`src/rtl/lfsr_prng.sv`:
```
module lfsr_prng #(
  parameter int WIDTH = 8,
  parameter logic [WIDTH:1] COEF = 8'hB8
) (
  input  logic             clk,
  input  logic             rst,
  input  logic             step_en,
  input  logic             load,
  input  logic [WIDTH-1:0] seed,
  output logic [WIDTH-1:0] state
);

  logic [WIDTH-1:0] q;
  logic             fb;
  logic [WIDTH-1:0] shifted;

  always_comb begin
    fb = 1'b0;
    for (int i = 1; i <= WIDTH; i++)
      if (COEF[i]) fb = fb ^ q[WIDTH-i];
  end

  assign shifted = {fb, q[WIDTH-1:1]};

  always_ff @(posedge clk) begin
    if (rst)          q <= '0;
    else if (load)    q <= seed;
    else if (step_en) q <= shifted;
  end

  assign state = q;

  p_reset_clear_r1: assert property (@(posedge clk) rst |=> state == '0);
  p_load_seed_r2: assert property (@(posedge clk) disable iff (rst)
    load |=> state == $past(seed));
  p_shift_move_r3: assert property (@(posedge clk) disable iff (rst)
    (!load && step_en) |=> state[WIDTH-2:0] == $past(state[WIDTH-1:1]));
  p_idle_hold_r4: assert property (@(posedge clk) disable iff (rst)
    (!load && !step_en) |=> $stable(state));
  p_zero_lock_r6: assert property (@(posedge clk) disable iff (rst)
    (!load && state == '0) |=> state == '0);

endmodule

```
`config.mk`:
```
export PLATFORM = sky130hd
export DESIGN_NAME = lfsr_prng
export DESIGN_NICKNAME = d
export VERILOG_FILES = /design/src/rtl/lfsr_prng.sv
export SDC_FILE = /design/constraint.sdc
export NUM_CORES = 1
export LEC_CHECK = 0
export BUFFER_PORTS_ARGS = -buffer_cell sky130_fd_sc_hd__buf_2
export CORE_AREA = 2 2 39 41
export DETAILED_ROUTE_END_ITERATION = 12
export DIE_AREA = 0 0 41 43
export GPL_ROUTABILITY_DRIVEN = 0
export PLACE_DENSITY = 0.69
export RECOVER_POWER = 100
export SETUP_SLACK_MARGIN = 0.3
export SKIP_LAST_GASP = 1
export SLEW_MARGIN = 0
export SYNTH_ARGS = -nofsm -noshare
export SYNTH_HDL_FRONTEND = slang
export SYNTH_SLANG_ARGS = --single-unit
```
`constraint.sdc`:
```
create_clock -name clk -period 1.4 [get_ports clk]
set_input_delay 0.14 -clock clk [delete_from_list [all_inputs] [get_ports clk]]
set_output_delay 0.14 -clock clk [all_outputs]
set_load 0.02 [all_outputs]
```
==> flow_summary.rst, run 1 <==
.. list-table::
   :header-rows: 1

   * - Metric
     - Value
   * - Final worst-path cycle share
     - 0.726
   * - Final Hold Violating Endpoints
     - 0
   * - Critical setup path kind
     - reg -> out
   * - Worst hold path class
     - in -> reg
   * - Crit path cell chain
     - clkbuf_1
   * - Number of clock buffers inserted by TritonCTS
     - 3
   * - Post-DR vias/cell
     - 4.55
   * - WP data arrival
     - 880 ps
   * - First-pass GRT wire length
     - 1240 um
   * - Count of maximum capacitance violations
     - 0
   * - Most frequent standard cell in the layout excluding fill and tap cells
     - sky130_fd_sc_hd__buf_2
   * - Clock Latency Late Sink
     - 250 ps
   * - Leakage Power
     - ~0.25 nW
   * - Number of flip-flops in the largest register
     - 8
   * - Fraction of synthesized cell area taken by the top area cell type
     - 0.380
   * - Number of warning messages in the yosys log
     - 0
   * - Cells resized by post-CTS repair
     - 0
   * - Run status
     - completed
   * - Gate Count Post-Synth
     - 40
   * - Fin Clk Skew
     - 0.775 ps
   * - Highest fanout seen on the critical path
     - 4
   * - Worst endpoint required time
     - 1260 ps
   * - Vias in the first global route
     - 317
   * - Count of antenna-violating nets left after detailed routing
     - 0
   * - # placed instances
     - a little over 70
   * - Element type at the critical path start
     - register
   * - Pwr/cell area
     - ~1000 mW/mm^2
   * - Final slew viol count
     - 0
   * - GRT Util Overall
     - 0.113
   * - Largest stage delay on the critical path
     - 380 ps
   * - Biggest area consumer among synthesized cells
     - sky130_fd_sc_hd__dfxtp_1
   * - Worst max-slew margin expressed relative to the limit
     - 0.824
   * - Most frequent cells in the layout
     - 11 x sky130_fd_sc_hd__buf_2, 8 x sky130_fd_sc_hd__clkbuf_1, 8 x sky130_fd_sc_hd__dfxtp_1
   * - I/O Pins
     - 20
   * - Layout overhead on the synthesized area
     - 23.4%
   * - Overflow left after global routing
     - 0
   * - Routed wire length
     - 796 um
   * - Shortest clock period the worst path allows after layout
     - 1020 ps
   * - Highest-delay cell along the critical path
     - sky130_fd_sc_hd__dfxtp_1
   * - CTS Root Buffer Type
     - sky130_fd_sc_hd__clkbuf_4
   * - Effective utilization at floorplan
     - 0.305
   * - Final Instance Count excl. Fillers
     - 75
   * - Average cell area after synthesis
     - between 10 and 15 sq um
   * - Peak supply drop
     - 0.000353 V
   * - Flop and latch count out of synthesis
     - 8
   * - Area of the core region
     - ~0.0014 sq mm
   * - Setup-violating endpoint count in the final report
     - 0
   * - Overall die area
     - 0.00176 sq mm
   * - Clock tree sinks
     - 8
   * - Layout net count
     - 73
   * - Final design area excluding fillers
     - 520 sq um
   * - Clock Pin Slew Worst Setup and Hold Paths
     - 50 ps
   * - Library cells used by synthesis
     - 13
   * - Net Count, Synth
     - 52
   * - Post-synthesis sequential area ratio
     - 0.380
   * - Leading cell types by total area after synthesis
     - sky130_fd_sc_hd__dfxtp_1 38%, sky130_fd_sc_hd__mux2_2 19%, sky130_fd_sc_hd__mux2i_1 17%, sky130_fd_sc_hd__nor2_1 6.2%, sky130_fd_sc_hd__xor2_1 4.2%
   * - DRC violations left
     - 0
   * - TritonCTS clock tree
     - built
   * - Largest net degree at the start of global routing
     - 11
   * - Area after detailed placement
     - 515 sq um
   * - Port-buffer cells
     - 19
   * - Largest buffer count on any clock path
     - 2
   * - Number of buffers and inverters on the critical path
     - 1
   * - Post-detailed-placement half-perimeter wirelength
     - 615 um
   * - Cts-stage hold buffer count
     - 0
   * - Starting DRT DRC Count
     - 3
   * - Number of placement rows
     - 14
   * - Footprint of the multi-input gates
     - 225 sq um
   * - Antenna violations before repair
     - 0
   * - Measured slew at the worst slew-check pin
     - about 260 ps
   * - Category of the worst setup path capture point
     - output port
   * - Horiz. Die Dim
     - 41 um
   * - Total number of vias
     - 341
   * - Highest clock frequency the design can meet
     - 983 MHz
   * - Unrepaired setup endpoints after global routing
     - no
   * - Number of H-tree branching levels
     - 1
   * - Routed wire per std cell
     - 10.6 um
   * - First-pass iteration count of the detailed router
     - 2
   * - Total negative setup slack
     - 0 ps
   * - Fillcell total
     - about 160
   * - Die height
     - approximately 43 um
   * - Top cell family by delay on the critical path
     - flip-flops
   * - Cell area after synthesis
     - ~420 sq um
   * - Fraction of final layout cells sized beyond drive strength 1
     - 0.356
   * - Number of inserted diodes
     - 0
   * - Combined flip-flop and latch cell area
     - 160 sq um
   * - Buffers inserted by post-CTS timing repair
     - 0
[power breakdown]
group,internal (W),switching (W),total (W),leakage (nW)
clock network,0.0000977,0.0000732,0.000171,0.0138
registers,0.000244,0.0000126,0.000257,0.0661
logic,0.0000533,0.0000587,0.000112,0.173
[through the flow]
stage | setup slack, ps | hold WS [ps] | total power (W) | utilization
final | 383 | 127 | 0.000540 | 0.376
after global routing | 260 | 123 | 0.000584 | 0.376
after floorplan | 391 | 287 | 0.000348 | -
after CTS | 427 | 121 | 0.000561 | 0.389
after detailed placement | 416 | 386 | 0.000382 | 0.373
after global placement | 426 | 376 | 0.000380 | 0.373
[worst paths after layout]
check	start	endpoint	slack, ps	cells after the start
min reg2reg	state[6]	state[5]	650	3
min	seed[5]	state[5]	130	3
max	state[4]	state[4]	380	1
max reg2reg	state[4]	state[7]	410	3
[metal layers]
| metal | wire, um | global-route usage | part of all wire |
|---|---|---|---|
| met4 | 15 | 0.0800 | 0.019 |
| met2 | 387 | 0.166 | 0.49 |
| met1 | 325 | 0.114 | 0.41 |
| met5 | 0 | 0 | 0 |
| met3 | 67 | 0.0628 | 0.084 |
[cell usage after synthesis]
| library cell | n |
|---|---|
| sky130_fd_sc_hd__clkbuf_2 | 1 |
| sky130_fd_sc_hd__o41ai_2 | 1 |
| sky130_fd_sc_hd__xor2_1 | 2 |
| sky130_fd_sc_hd__nor4b_1 | 1 |
| sky130_fd_sc_hd__dfxtp_1 | 8 |
| sky130_fd_sc_hd__a31oi_1 | 1 |
| sky130_fd_sc_hd__xnor2_1 | 1 |
| sky130_fd_sc_hd__buf_2 | 1 |
| sky130_fd_sc_hd__nor2_1 | 7 |
| sky130_fd_sc_hd__buf_6 | 1 |
| sky130_fd_sc_hd__inv_1 | 2 |
| sky130_fd_sc_hd__mux2i_1 | 7 |
| sky130_fd_sc_hd__mux2_2 | 7 |
[layout make-up]
class,instances,share of cell area
clock buffers,3,0.0433
inverters,2,0.0144
multi-input cells,27,0.433
flip-flops and latches,8,0.308
well taps,16,0.0385
repair buffers,19,0.163
[cells by family after synthesis]
kind of cell | synth area share
AOI/OAI and AO/OA | 0.0534
xor gates and xnor gates | 0.0623
buffers and inverters | 0.0682
DFF | 0.380
muxes | 0.353
and+or+nand+nor | 0.0831
(Power assumes the default switching activity.)
==> inputs of run 2 (changes only) <==
--- a/config.mk
+++ b/config.mk
@@ -10,7 +10,7 @@
 export DETAILED_ROUTE_END_ITERATION = 12
 export DIE_AREA = 0 0 41 43
 export GPL_ROUTABILITY_DRIVEN = 0
-export PLACE_DENSITY = 0.69
+export PLACE_DENSITY = 0.71
 export RECOVER_POWER = 100
 export SETUP_SLACK_MARGIN = 0.3
 export SKIP_LAST_GASP = 1
==> constraint.sdc (replaced) <==
create_clock -name clk -period 0.9 [get_ports clk]
set_input_delay 0.09 -clock clk [delete_from_list [all_inputs] [get_ports clk]]
set_output_delay 0.09 -clock clk [all_outputs]
set_load 0.02 [all_outputs]
==> run 2 against run 1 <==
Compared with the run above:
- the flow now finishes with violations (setup timing)
- non-clock buffer count grew 3
- combinational power grew 110%
- cell count up 5.3%
- clock power up 70%
- final area grew 25%
- wire length up 14%
- critical endpoint is now state[3]
- largest power group unchanged
- highest routed layer unchanged
==> flow_summary.rst, run 2 (synthesis gave the netlist of run 1 again) <==
.. list-table::
   :header-rows: 1

   * - Metric
     - Value
   * - Number of H-tree branching levels
     - 1
   * - Most frequent standard cell in the layout excluding fill and tap cells
     - sky130_fd_sc_hd__buf_2
   * - Number of flip-flops in the largest register
     - 8
   * - Highest fanout seen on the critical path
     - 4
   * - Combined flip-flop and latch cell area
     - 175 sq um
   * - First-pass iteration count of the detailed router
     - 1
   * - Pwr/cell area
     - 1430 mW/mm^2
   * - Sequential share of power
     - 0.431
   * - Part of the total power dissipated in the clock network
     - 0.312
   * - Effective utilization at floorplan
     - 0.305
   * - Final slew viol count
     - 0
   * - Largest net degree at the start of global routing
     - 10
   * - Net switching component of the power
     - 0.000248 W
   * - Worst hold path class
     - in -> reg
   * - First-pass GRT wire length
     - 1370 um
   * - Count of antenna-violating nets left after detailed routing
     - 0
   * - Count of maximum capacitance violations
     - 0
   * - Highest clock frequency the design can meet
     - 1060 MHz
   * - Footprint of the multi-input gates
     - 251 sq um
   * - Most frequent cells in the layout
     - 13 x sky130_fd_sc_hd__buf_2, 7 x sky130_fd_sc_hd__mux2i_1, 7 x sky130_fd_sc_hd__nor2_1, 6 x sky130_fd_sc_hd__buf_6, 5 x sky130_fd_sc_hd__mux2_4
   * - DRC violations left
     - 0
   * - Largest buffer count on any clock path
     - 2
   * - Leakage Power
     - around 0.33 nW
   * - Routed wire length
     - 910 um
   * - CTS Root Buffer Type
     - sky130_fd_sc_hd__clkbuf_4
   * - Area of the core region
     - 0.00138 sq mm
   * - Area after detailed placement
     - 566 sq um
   * - Met2 usage
     - 0.166
   * - Final Hold Violating Endpoints
     - 0
   * - Number of clock buffers inserted by TritonCTS
     - 3
   * - Final worst-path cycle share
     - 1.05
   * - I/O Pins
     - 20
   * - Die height
     - 43 um
   * - Run status
     - finished, violations left
   * - Busiest metal layer after global routing
     - met2
   * - Routed wire per std cell
     - 11.5 um
   * - Antenna violations before repair
     - 0
   * - Setup ws final
     - -42.0 ps
   * - Horiz. Die Dim
     - 41 um
   * - Worst endpoint required time
     - 810 ps
   * - Layout net count
     - 76
   * - Number of placement rows
     - 14
   * - Design internal power
     - 0.000682 W
   * - Share of power burned in combinational logic
     - 0.257
   * - Category of the worst setup path capture point
     - output port
   * - Worst max-slew margin expressed relative to the limit
     - 0.820
   * - Total negative setup slack
     - -110 ps
   * - Clock Pin Slew Worst Setup and Hold Paths
     - 60 ps
   * - Met1 Track Usage GR
     - 0.141
   * - Vias in the first global route
     - 331
   * - Critical setup path kind
     - reg -> out
   * - Unrepaired setup endpoints after global routing
     - yes
   * - GRT Util Overall
     - 0.121
   * - Starting DRT DRC Count
     - 0
   * - Peak supply drop
     - ~0.00057 V
   * - Setup-violating endpoint count in the final report
     - 3
   * - Clock Latency Late Sink
     - about 250 ps
   * - Final design area excluding fillers
     - 648 sq um
   * - Overflow left after global routing
     - 0
   * - WP data arrival
     - 850 ps
   * - Post-DR vias/cell
     - approximately 4.5
   * - Total number of vias
     - between 300 and 400
   * - Number of inserted diodes
     - 0
   * - Worst hold slack
     - 69.7 ps
   * - Final Util
     - 0.468
   * - Layout overhead on the synthesized area
     - 53.7%
   * - Violated checks
     - setup timing
   * - Fraction of final layout cells sized beyond drive strength 1
     - 0.587
   * - Shortest clock period the worst path allows after layout
     - 942 ps
   * - Fin Clk Skew
     - 5.69 ps
   * - Overall die area
     - 0.00176 sq mm
   * - Clock tree sinks
     - 8
   * - Fillcell total
     - roughly 140
   * - Element type at the critical path start
     - register
   * - Port-buffer cells
     - 19
   * - Proportion of total power due to net switching
     - 0.267
   * - Met3 usage in global routing
     - 0.0471
   * - TritonCTS clock tree
     - built
   * - Measured slew at the worst slew-check pin
     - between 200 and 300 ps
-- run 2: cell types whose count changed in the layout (fill, tap and decap cells not counted) --
cell                       before  now
sky130_fd_sc_hd__o41ai_1        1    0
sky130_fd_sc_hd__mux2_2         7    2
sky130_fd_sc_hd__clkbuf_1       8    1
sky130_fd_sc_hd__dfxtp_1        8    4
sky130_fd_sc_hd__buf_6          0    6
sky130_fd_sc_hd__mux2_4         0    5
sky130_fd_sc_hd__buf_4          0    2
sky130_fd_sc_hd__o41ai_2        0    1
sky130_fd_sc_hd__buf_12         0    1
sky130_fd_sc_hd__buf_2         11   13
sky130_fd_sc_hd__dfxtp_4        0    4
-- run 2: repair_timing --
action	4_1_cts	5_1_grt
buffers inserted	0	1
setup endpoints to repair	16	16
hold buffers	0	0
pin swaps	3	3
resized for setup	13	4
-- run 2: final cells by class --
type                    instances  share of cell area
clock buffers                   4              0.0405
multi-input cells              27               0.388
well taps                      16              0.0309
flip-flops and latches          8               0.270
inverters                       2              0.0116
repair buffers                 22               0.259
-- run 2: metal layers --
| layer | share of wire | routed length (um) |
|---|---|---|
| met3 | 0.049 | 45 |
| met1 | 0.49 | 450 |
| met4 | 0.013 | 12 |
| met2 | 0.44 | 402 |
| met5 | 0 | 0 |
-- run 2: final timing paths --
| path | from | endpoint | slack [ps] | cells past startpoint |
|---|---|---|---|---|
| max reg2reg | state[4] | state[4] | -40 | 3 |
| max | state[3] | state[3] | -40 | 2 |
| min | seed[3] | state[3] | 70 | 3 |
| min reg2reg | state[7] | state[6] | 650 | 3 |
-- run 2: worst max-delay path, stage by stage (launching register included) --
cell                      delay, ps
sky130_fd_sc_hd__dfxtp_4        350
sky130_fd_sc_hd__buf_4          130
sky130_fd_sc_hd__buf_6          120
-- run 2: per-stage QoR --
stage,power (W),setup WS (ps),instances
3_5_place_dp,0.000611,-96.1,74
4_1_cts,0.000946,-41.3,78
5_1_grt,0.00100,-89.7,79
6_report,0.000930,-42.0,79
2_1_floorplan,0.000543,-13.3,40
3_3_place_gp,0.000606,-32.0,74
-- run 2: power by group through the flow --
stage / logic (W) / registers [W] / clock network [W]
CTS: 0.000232 / 0.000402 / 0.000312
finish: 0.000239 / 0.000400 / 0.000290
global route: 0.000262 / 0.000404 / 0.000336
floorplan: 0.000110 / 0.000433 / 0
detailed placement: 0.000206 / 0.000405 / 0
global placement: 0.000202 / 0.000404 / 0
==> inputs of run 3 (changes only) <==
--- a/config.mk
+++ b/config.mk
@@ -13,6 +13,7 @@
 export PLACE_DENSITY = 0.71
 export RECOVER_POWER = 100
 export SETUP_SLACK_MARGIN = 0.3
+export SKIP_CTS_REPAIR_TIMING = 1
 export SKIP_LAST_GASP = 1
 export SLEW_MARGIN = 0
 export SYNTH_ARGS = -nofsm -noshare
==> run 3 against run 2 <==
Compared with the run above:
- the flow still finishes with violations (setup timing)
- clock power about the same
- global-route usage is 0.30 points lower
- via count increased by 0.28%
- wire length up 4.5%
- critical path type unchanged
==> flow_summary.rst, run 3 (synthesis gave the netlist of run 1 again) <==
.. list-table::
   :header-rows: 1

   * - Metric
     - Value
   * - Met2 usage
     - 0.166
   * - Share of power burned in combinational logic
     - 0.255
   * - Launching element of the worst setup path
     - state[3]
   * - Overflow left after global routing
     - 0
   * - Category of the worst setup path capture point
     - output port
   * - Count of antenna-violating nets left after detailed routing
     - 0
   * - Net switching component of the power
     - between 0.0002 and 0.0003 W
   * - Fraction of final layout cells sized beyond drive strength 1
     - 0.587
   * - Shortest clock period the worst path allows after layout
     - 952 ps
   * - Count of maximum capacitance violations
     - 0
   * - CTS Root Buffer Type
     - sky130_fd_sc_hd__clkbuf_4
   * - Number of inserted diodes
     - 0
   * - Clock tree sinks
     - 8
   * - Port-buffer cells
     - 19
   * - I/O Pins
     - 20
   * - TritonCTS clock tree
     - built
   * - Violated checks
     - setup timing
   * - Part of the total power dissipated in the clock network
     - 0.315
   * - Total number of vias
     - 354
   * - Post-DR vias/cell
     - 4.48
   * - Final Util
     - 0.466
   * - Final slew viol count
     - 0
   * - Number of clock buffers inserted by TritonCTS
     - 3
   * - Largest stage delay on the critical path
     - 350 ps
   * - Setup ws final
     - -51.7 ps
   * - Highest fanout seen on the critical path
     - 4
   * - Worst max-slew margin expressed relative to the limit
     - 0.821
   * - Crit path cell chain
     - buf_4 -> buf_6
   * - First-pass iteration count of the detailed router
     - 5
   * - Measured slew at the worst slew-check pin
     - 265 ps
   * - Routed wire length
     - 951 um
   * - Proportion of total power due to net switching
     - 0.270
   * - Sequential share of power
     - 0.430
   * - Clock Pin Slew Worst Setup and Hold Paths
     - 60 ps
   * - Element type at the critical path start
     - register
   * - Largest net degree at the start of global routing
     - 10
   * - Setup-violating endpoint count in the final report
     - 3
   * - Busiest metal layer after global routing
     - met2
   * - Final Hold Violating Endpoints
     - 0
   * - Most frequent standard cell in the layout excluding fill and tap cells
     - sky130_fd_sc_hd__buf_2
   * - Starting DRT DRC Count
     - 5
   * - GRT Util Overall
     - 0.118
   * - Worst endpoint required time
     - 810 ps
   * - Largest buffer count on any clock path
     - 2
   * - Fin Clk Skew
     - 6.45 ps
   * - Routed wire per std cell
     - ~12 um
   * - Run status
     - finished, violations left
   * - Number of placement rows
     - 14
   * - DP Worst Slack
     - -96.1 ps
   * - Hold Path Origin
     - seed[3]
   * - Critical setup path kind
     - reg -> out
   * - Worst flop-to-flop path startpoint
     - state[4]
   * - Vias in the first global route
     - around 330
   * - Design internal power
     - 0.000679 W
   * - Unrepaired setup endpoints after global routing
     - yes
   * - Highest-delay cell along the critical path
     - sky130_fd_sc_hd__dfxtp_4
   * - Number of flip-flops in the largest register
     - 8
   * - Area of the core region
     - 0.00138 sq mm
   * - Worst hold slack
     - 68.4 ps
   * - Highest clock frequency the design can meet
     - 1050 MHz
   * - WP data arrival
     - 860 ps
   * - Layout overhead on the synthesized area
     - 52.8%
   * - Overall die area
     - about 0.0018 sq mm
   * - Peak supply drop
     - between 0.0005 and 0.0006 V
   * - Pwr/cell area
     - 1440 mW/mm^2
   * - DRC violations left
     - 0
   * - First-pass GRT wire length
     - 1320 um
   * - Horiz. Die Dim
     - a little over 40 um
   * - Effective utilization at floorplan
     - 0.305
   * - Antenna violations before repair
     - 0
   * - Most frequent cells in the layout
     - 13 x sky130_fd_sc_hd__buf_2, 7 x sky130_fd_sc_hd__mux2i_1, 7 x sky130_fd_sc_hd__nor2_1, 6 x sky130_fd_sc_hd__buf_6
   * - Die height
     - 43 um
   * - Layout net count
     - 76
   * - Met1 Track Usage GR
     - 0.132
   * - Met3 usage in global routing
     - 0.0471
   * - Final worst-path cycle share
     - 1.06
   * - Leakage Power
     - 0.330 nW
   * - Clock Latency Late Sink
     - around 250 ps
   * - Number of H-tree branching levels
     - 1
   * - Worst hold path class
     - in -> reg
## run 3: cell types whose count changed in the layout (fill, tap and decap cells not counted)
cell and delta:
sky130_fd_sc_hd__mux2_4 -1, sky130_fd_sc_hd__mux2_2 +1
## run 3: routing by layer
layer  vias up  part of all wire
li1        184                 -
met1       153              0.48
met2        15              0.45
met3         2             0.050
met4         0             0.013
met5         -                 0
## run 3: path summary, 6_finish.rpt
check | cells past startpoint | end | slack, ps
worst max-delay path | 2 | state[3] | -50
worst min-delay path | 3 | state[3] | 70
worst max register to register | 3 | state[4] | -40
worst min register to register | 3 | state[6] | 650
## run 3: final cells by class
| cell class | count | area, sq um |
|---|---|---|
| clock buffer | 4 | 26.3 |
| fill | 135 | 739 |
| inverter | 2 | 7.51 |
| multi-input combinational | 27 | 248 |
| sequential | 8 | 175 |
| tap | 16 | 20.0 |
| timing repair buffer | 22 | 168 |
## run 3: critical path: cells and delay by family, from the launching register on
kind                   cells  cell delay (ps)
flip-flops                 1              350
buffers and inverters      2              250
## run 3: stage by stage
stage | setup TNS, ps | total power [W] | cell area (sq um) | instances
finish | -124 | 0.000931 | 644 | 79
CTS | -78.7 | 0.000916 | 592 | 78
global route | -458 | 0.000992 | 644 | 79
floorplan | -18.7 | 0.000543 | 444 | 40
global placement | -147 | 0.000606 | 566 | 74
detailed placement | -286 | 0.000611 | 566 | 74
## run 3: power by group through the flow
stage	Clock [W]	Combinational [W]	Sequential (W)
3_3_place_gp	0	0.000202	0.000404
4_1_cts	0.000312	0.000206	0.000397
2_1_floorplan	0	0.000110	0.000433
3_5_place_dp	0	0.000206	0.000405
6_report	0.000293	0.000238	0.000400
5_1_grt	0.000329	0.000259	0.000404
